### src/rtl/bseq_pkg.sv
package bseq_pkg;
  typedef enum logic {
    ORD_LINEAR      = 1'b0,
    ORD_INTERLEAVED = 1'b1
  } order_e;
endpackage

### src/rtl/bseq_base_reg.sv
module bseq_base_reg
  import bseq_pkg::*;
#(
  parameter int AW = 20
) (
  input  logic          clk,
  input  logic          rst,
  input  logic          ce,
  input  logic          load,
  input  logic [AW-1:0] addr_in,
  input  logic          mode_in,
  output logic [AW-1:0] base_q,
  output order_e        mode_q,
  output logic          valid_q
);
  always_ff @(posedge clk) begin
    if (rst) begin
      base_q  <= '0;
      mode_q  <= ORD_LINEAR;
      valid_q <= 1'b0;
    end else if (ce) begin
      valid_q <= 1'b1;
      if (load) begin
        base_q <= addr_in;
        mode_q <= order_e'(mode_in);
      end
    end
  end

  // base and order only move on a load
  assert_base_fixed_R5: assert property (@(posedge clk) disable iff (rst)
    (!load || !ce) |=> ($stable(base_q) && $stable(mode_q)));
endmodule

### src/rtl/bseq_beat_ctr.sv
module bseq_beat_ctr #(
  parameter int BW = 2
) (
  input  logic          clk,
  input  logic          rst,
  input  logic          ce,
  input  logic          load,
  output logic [BW-1:0] beat_q
);
  always_ff @(posedge clk) begin
    if (rst)       beat_q <= '0;
    else if (ce) begin
      if (load)    beat_q <= '0;
      else         beat_q <= beat_q + 1'b1;
    end
  end

  assert_load_zero_R1: assert property (@(posedge clk) disable iff (rst)
    (ce && load) |=> (beat_q == '0));
endmodule

### src/rtl/bseq_order.sv
module bseq_order
  import bseq_pkg::*;
#(
  parameter int BW = 2
) (
  input  logic [BW-1:0] start,
  input  logic [BW-1:0] beat,
  input  order_e        mode,
  output logic [BW-1:0] low
);
  always_comb begin
    unique case (mode)
      ORD_INTERLEAVED: low = start ^ beat;
      default:         low = start + beat;
    endcase
  end
endmodule

### src/rtl/burst_addr_seq.sv
module burst_addr_seq
  import bseq_pkg::*;
#(
  parameter int AW = 20,
  parameter int BW = 2
) (
  input  logic          clk,
  input  logic          rst,
  input  logic          ce,
  input  logic          adv,
  input  logic          ilv_mode,
  input  logic [AW-1:0] ext_addr,
  output logic [AW-1:0] addr_o,
  output logic [BW-1:0] beat_o,
  output logic          valid_o
);
  localparam int HI_W = AW - BW;

  logic [AW-1:0] base_q;
  order_e        mode_q;
  logic [BW-1:0] low_bits;
  logic          load;

  assign load = ~adv;

  bseq_base_reg #(.AW(AW)) u_base (
    .clk(clk), .rst(rst), .ce(ce), .load(load),
    .addr_in(ext_addr), .mode_in(ilv_mode),
    .base_q(base_q), .mode_q(mode_q), .valid_q(valid_o)
  );

  bseq_beat_ctr #(.BW(BW)) u_ctr (
    .clk(clk), .rst(rst), .ce(ce), .load(load), .beat_q(beat_o)
  );

  bseq_order #(.BW(BW)) u_ord (
    .start(base_q[BW-1:0]), .beat(beat_o), .mode(mode_q), .low(low_bits)
  );

  assign addr_o = {base_q[AW-1:BW], low_bits};

  assert_load_addr_R1: assert property (@(posedge clk) disable iff (rst)
    (ce && !adv) |=> (addr_o == $past(ext_addr) && valid_o));

  assert_step_R2: assert property (@(posedge clk) disable iff (rst)
    (ce && adv) |=> (beat_o == BW'($past(beat_o) + 1'b1) && valid_o));

  assert_linear_R3: assert property (@(posedge clk) disable iff (rst)
    (ce && adv && mode_q == ORD_LINEAR)
      |=> (addr_o[BW-1:0] == BW'($past(addr_o[BW-1:0]) + 1'b1)));

  assert_interleave_R4: assert property (@(posedge clk) disable iff (rst)
    (ce && adv && mode_q == ORD_INTERLEAVED)
      |=> ((addr_o[BW-1:0] ^ beat_o) == $past(addr_o[BW-1:0] ^ beat_o)));

  assert_upper_R5: assert property (@(posedge clk) disable iff (rst)
    (ce && adv) |=> (addr_o[AW-1:AW-HI_W] == $past(addr_o[AW-1:AW-HI_W])));

  assert_mode_kept_R6: assert property (@(posedge clk) disable iff (rst)
    (ce && adv) |=> $stable(mode_q));

  assert_reset_R8: assert property (@(posedge clk)
    rst |=> (addr_o == '0 && beat_o == '0 && !valid_o));

  assert_hold_R9: assert property (@(posedge clk) disable iff (rst)
    !ce |=> ($stable(addr_o) && $stable(beat_o) && $stable(valid_o)));
endmodule

### config.mk
export PLATFORM = sky130hd
export DESIGN_NAME = burst_addr_seq
export DESIGN_NICKNAME = d
export VERILOG_FILES = /design/src/rtl/bseq_pkg.sv /design/src/rtl/bseq_base_reg.sv /design/src/rtl/bseq_beat_ctr.sv /design/src/rtl/bseq_order.sv /design/src/rtl/burst_addr_seq.sv
export SDC_FILE = /design/constraint.sdc
export NUM_CORES = 1
export LEC_CHECK = 0
export ABC_AREA = 0
export BUFFER_PORTS_ARGS = -buffer_cell sky130_fd_sc_hd__buf_2
export CELL_PAD_IN_SITES_DETAIL_PLACEMENT = 2
export CELL_PAD_IN_SITES_GLOBAL_PLACEMENT = 2
export CORE_ASPECT_RATIO = 1.2
export CORE_MARGIN = 4
export CORE_UTILIZATION = 24
export DETAILED_ROUTE_END_ITERATION = 7
export GPL_TIMING_DRIVEN = 0
export PLACE_DENSITY = 0.89
export SYNTH_ARGS = -nofsm -noshare
export SYNTH_HDL_FRONTEND = slang
export SYNTH_SLANG_ARGS = --single-unit
### constraint.sdc
create_clock -name clk -period 1.15 [get_ports clk]
set_clock_uncertainty 0.05 [all_clocks]
set_input_delay 0.115 -clock clk [delete_from_list [all_inputs] [get_ports clk]]
set_output_delay 0.115 -clock clk [all_outputs]
set_load 0.03 [all_outputs]
==> summary.txt <==
STA
  – RSZ-0062 raised after global routing: yes
  – Final TNS setup: -0.253 ns
  – Final Cycle Share: 120%
  – Worst Tran Pin Value: 0.473 ns
  – Final min period: 1.38 ns
  – Slew Limit Fails: 0
  – Endpoints failing setup: 2
  – Post-layout worst setup margin: -0.233 ns
  – Max Fclk: 723 MHz
  – Count of final hold-check violations: 0
  – Rel. slew slack: 68.5%

Pwr
  – Combinational Power Share: 18.0%
  – Worst ir drop on vdd: 0.442 mV
  – Flop pwr share: 47.1%
  – P_leak: 0.000697 uW
  – NetSw: 501 uW
  – Clock power share: 34.9%
  – Pwr Density: 1300 nW/um^2
  – Sw Ratio: 26.4%
  – Internal power: 1390 uW

Route
  – DRT Wirelength: 2.97 mm
  – Vias per Instance: 4.19
  – Iter 0 DRT Violations: 11
  – Routed via count: 973
  – Drt wl/cell: 12.8 um
  – Initial DRT Pass Iterations: 3
  – DRT antenna net count: 0
  – DRC Markers: 0

Status
  – Run status: complete, but fails checks
  – Failing checks: negative setup slack

Floorplanning
  – Chip width: 67.2 um
  – Core Area: 4000 sq um
  – Die area: 5320 sq um
  – Io pins: 48
  – Die H: 79.1 um
  – Initial core utilization: 25.3%
  – # rows: 25

Layout
  – Final Net Count: 205
  – Diode count: 0
  – Layout cell share with drive strength beyond 1: 46.1%
  – Final Util: 36.4%
  – Layout area overhead: 44.2%
  – FILL cells: 477

Setup path
  – Worst Reg2Reg Path Length in Cells: 4
  – Crit path kind: reg2out
  – Delay of the slowest cell on the worst path: 0.37 ns
  – CP required: 0.99 ns
  – CP Launch Type: flip-flop
  – WP depth: 4
  – Critical-path cell list: ha_4, nor2b_4, xnor2_4, buf_6
  – Slowest CP cell: dfxtp_4
  – Reg-to-reg slack, setup: 0.13 ns
  – FF-to-FF End: u_ctr.beat_q[1]$_SDFFE_PP0P_
  – Crit path buf inv count: 1
  – Kind of cell adding the most delay to the critical path: flip-flops
  – Crit. End Element: output port
  – Crit path max fanout: 2
  – Arr. time, crit path: 1.22 ns
  – Reg2reg start: u_ctr.beat_q[0]$_SDFFE_PP0P_

Yosys
  – Largest cells by area after synthesis: dfxtp_1 48%, nand2_1 16%, buf_4 15%
  – Area leader, netlist: dfxtp_1
  – Synth Register Bits: 24
  – Syn Inst Count: 126
  – Part of the Yosys area used for sequential elements: 47.5%
  – Mapped cell area: 1010 sq um
  – Avg Inst Size Synth: 8.02 sq um
  – Area fraction of the dominant cell type after synthesis: 47.5%
  – Synth cell types: 16
  – Syn Nets: 152
  – Synth warn: 0

Worst hold path
  – Min-delay src: ext_addr[0]
  – Hold Crit Endpoint: u_base.base_q[0]$_SDFFE_PP0P_
  – Hold Path Class: in2reg
  – Hold Crit Depth: 3

Placed design
  – Port-buffer cells: 47
  – Placer congestion estimate: 0.658
  – Setup slack after placement: -0.0321 ns
  – Hpwl dp: 2.31 mm

Clock network
  – Total clock buffers created by CTS: 3
  – Clock slew at reported path FFs: 0.09 ns
  – Htree depth: 1
  – Clock sink count: 24
  – CTS tree: done
  – Maximum buffer depth of the clock tree: 2
  – Clock Tree Root: clkbuf_8
  – Worst skew pair latency: 0.26 ns

Global route
  – Vias in the first global route: 1109
  – GRT Overall Usage: 12.2%
  – Pin count of the biggest net entering global routing: 15
  – First-pass GRT wire length: 4.97 mm
  – GR Overflow Total: 0
  – Antenna violations before repair: 0

Flow run
  – Max cap viols: 0
## cell type report
cell class	instances	area (sq um)	share of cell area, %
multi-input combinational	77	408	28.0
tap	54	67.6	4.64
clock buffer	4	66.3	4.55
timing repair buffer	48	258	17.7
inverter	1	3.75	0.258
buffer	24	168	11.5
sequential	24	487	33.4
## layout by cell type, fill, tap and decap left out
cell       count
nor2_1         3
o21ai_0        1
a21oi_1       22
clkbuf_8       3
buf_2         46
dfxtp_2        2
clkbuf_4       1
ha_4           1
mux2i_1        1
nand2_1       42
nor2b_2        1
dfxtp_4        1
nor2b_4        1
inv_1          1
nand4b_1       1
buf_6          2
dfxtp_1       21
nand2b_1       1
xnor2_2        1
and2b_1        1
xnor2_4        1
clkbuf_1       2
clkbuf_16      1
buf_4         21
## how the worst max path moves through the flow
| stage | startpoint | to | slack [ns] |
|---|---|---|---|
| after global placement | u_ctr.beat_q[1]$_SDFFE_PP0P_ | addr_o[1] | -0.03 |
| final | u_ctr.beat_q[0]$_SDFFE_PP0P_ | addr_o[1] | -0.23 |
| after floorplan | u_ctr.beat_q[0]$_SDFFE_PP0P_ | addr_o[1] | 0.02 |
| after detailed placement | u_base.base_q[1]$_SDFFE_PP0P_ | addr_o[1] | -0.03 |
| after CTS | u_ctr.beat_q[0]$_SDFFE_PP0P_ | addr_o[1] | -0.24 |
| after global routing | u_ctr.beat_q[0]$_SDFFE_PP0P_ | addr_o[1] | -0.29 |
## kinds of logic after synthesis
logic type	count (synthesis)	share of synthesized area (%)
DFF	24	47.5
buffers and inverters	25	17.0
xor gates and xnor gates	2	1.73
adders and majority gates	1	1.24
muxes	1	0.990
AOI/OAI and AO/OA	23	11.4
and+or+nand+nor	50	20.2
## cells in the mapped netlist (all sizes together)
cell type / instances
a21oi: 22
and2b: 1
buf: 22
clkbuf: 2
dfxtp: 24
ha: 1
inv: 1
mux2i: 1
nand2: 42
nand2b: 1
nand4b: 1
nor2: 3
nor2b: 2
o21ai: 1
xnor2: 2
## state kept, by name, indices dropped and copies added, names as in the netlist
signal,cells
u_base.base_q,20
u_ctr.beat_q,2
u_base.mode_q,1
u_base.valid_q,1
## layer usage
layer / vias up / wire length (um) / global-route usage (%)
li1: 484 / - / -
met1: 456 / 1130 / 12.7
met2: 31 / 1620 / 23.1
met3: 2 / 197 / 3.11
met4: 0 / 16 / 3.45
met5: - / 0 / 0
## power by group through the flow
stage / logic (uW) / clock network (uW) / registers (uW)
final: 341 / 661 / 893
after global routing: 376 / 724 / 900
after CTS: 347 / 697 / 894
after detailed placement: 328 / 0 / 912
after global placement: 317 / 0 / 909
after floorplan: 206 / 0 / 917
## stage by stage
stage / total power [uW] / hold WS (ns) / instances / cell area [sq um]
after global routing: 2000 / 0.0294 / 232 / 1460
final: 1900 / 0.0269 / 232 / 1460
after global placement: 1230 / 0.310 / 227 / 1350
after CTS: 1940 / 0.0144 / 232 / 1450
after floorplan: 1120 / 0.134 / 126 / 1040
after detailed placement: 1240 / 0.316 / 227 / 1350
## timing repair
| action | 4_1_cts | 5_1_grt |
|---|---|---|
| hold buffers | 0 | 0 |
| resized for setup | 8 | 2 |
| endpoints found under the setup margin | 2 | 4 |
| cloned | 0 | 0 |
| setup buffers | 1 | 0 |
| pin swaps | 1 | 1 |
## worst reg2reg max path, stage by stage (launching register included)
cell and delay [ns]:
dfxtp_4 0.36, buf_4 0.15, nor2b_2 0.13, o21ai_0 0.10, a21oi_1 0.15
No activity file was read; power rests on OpenSTA's default activity.
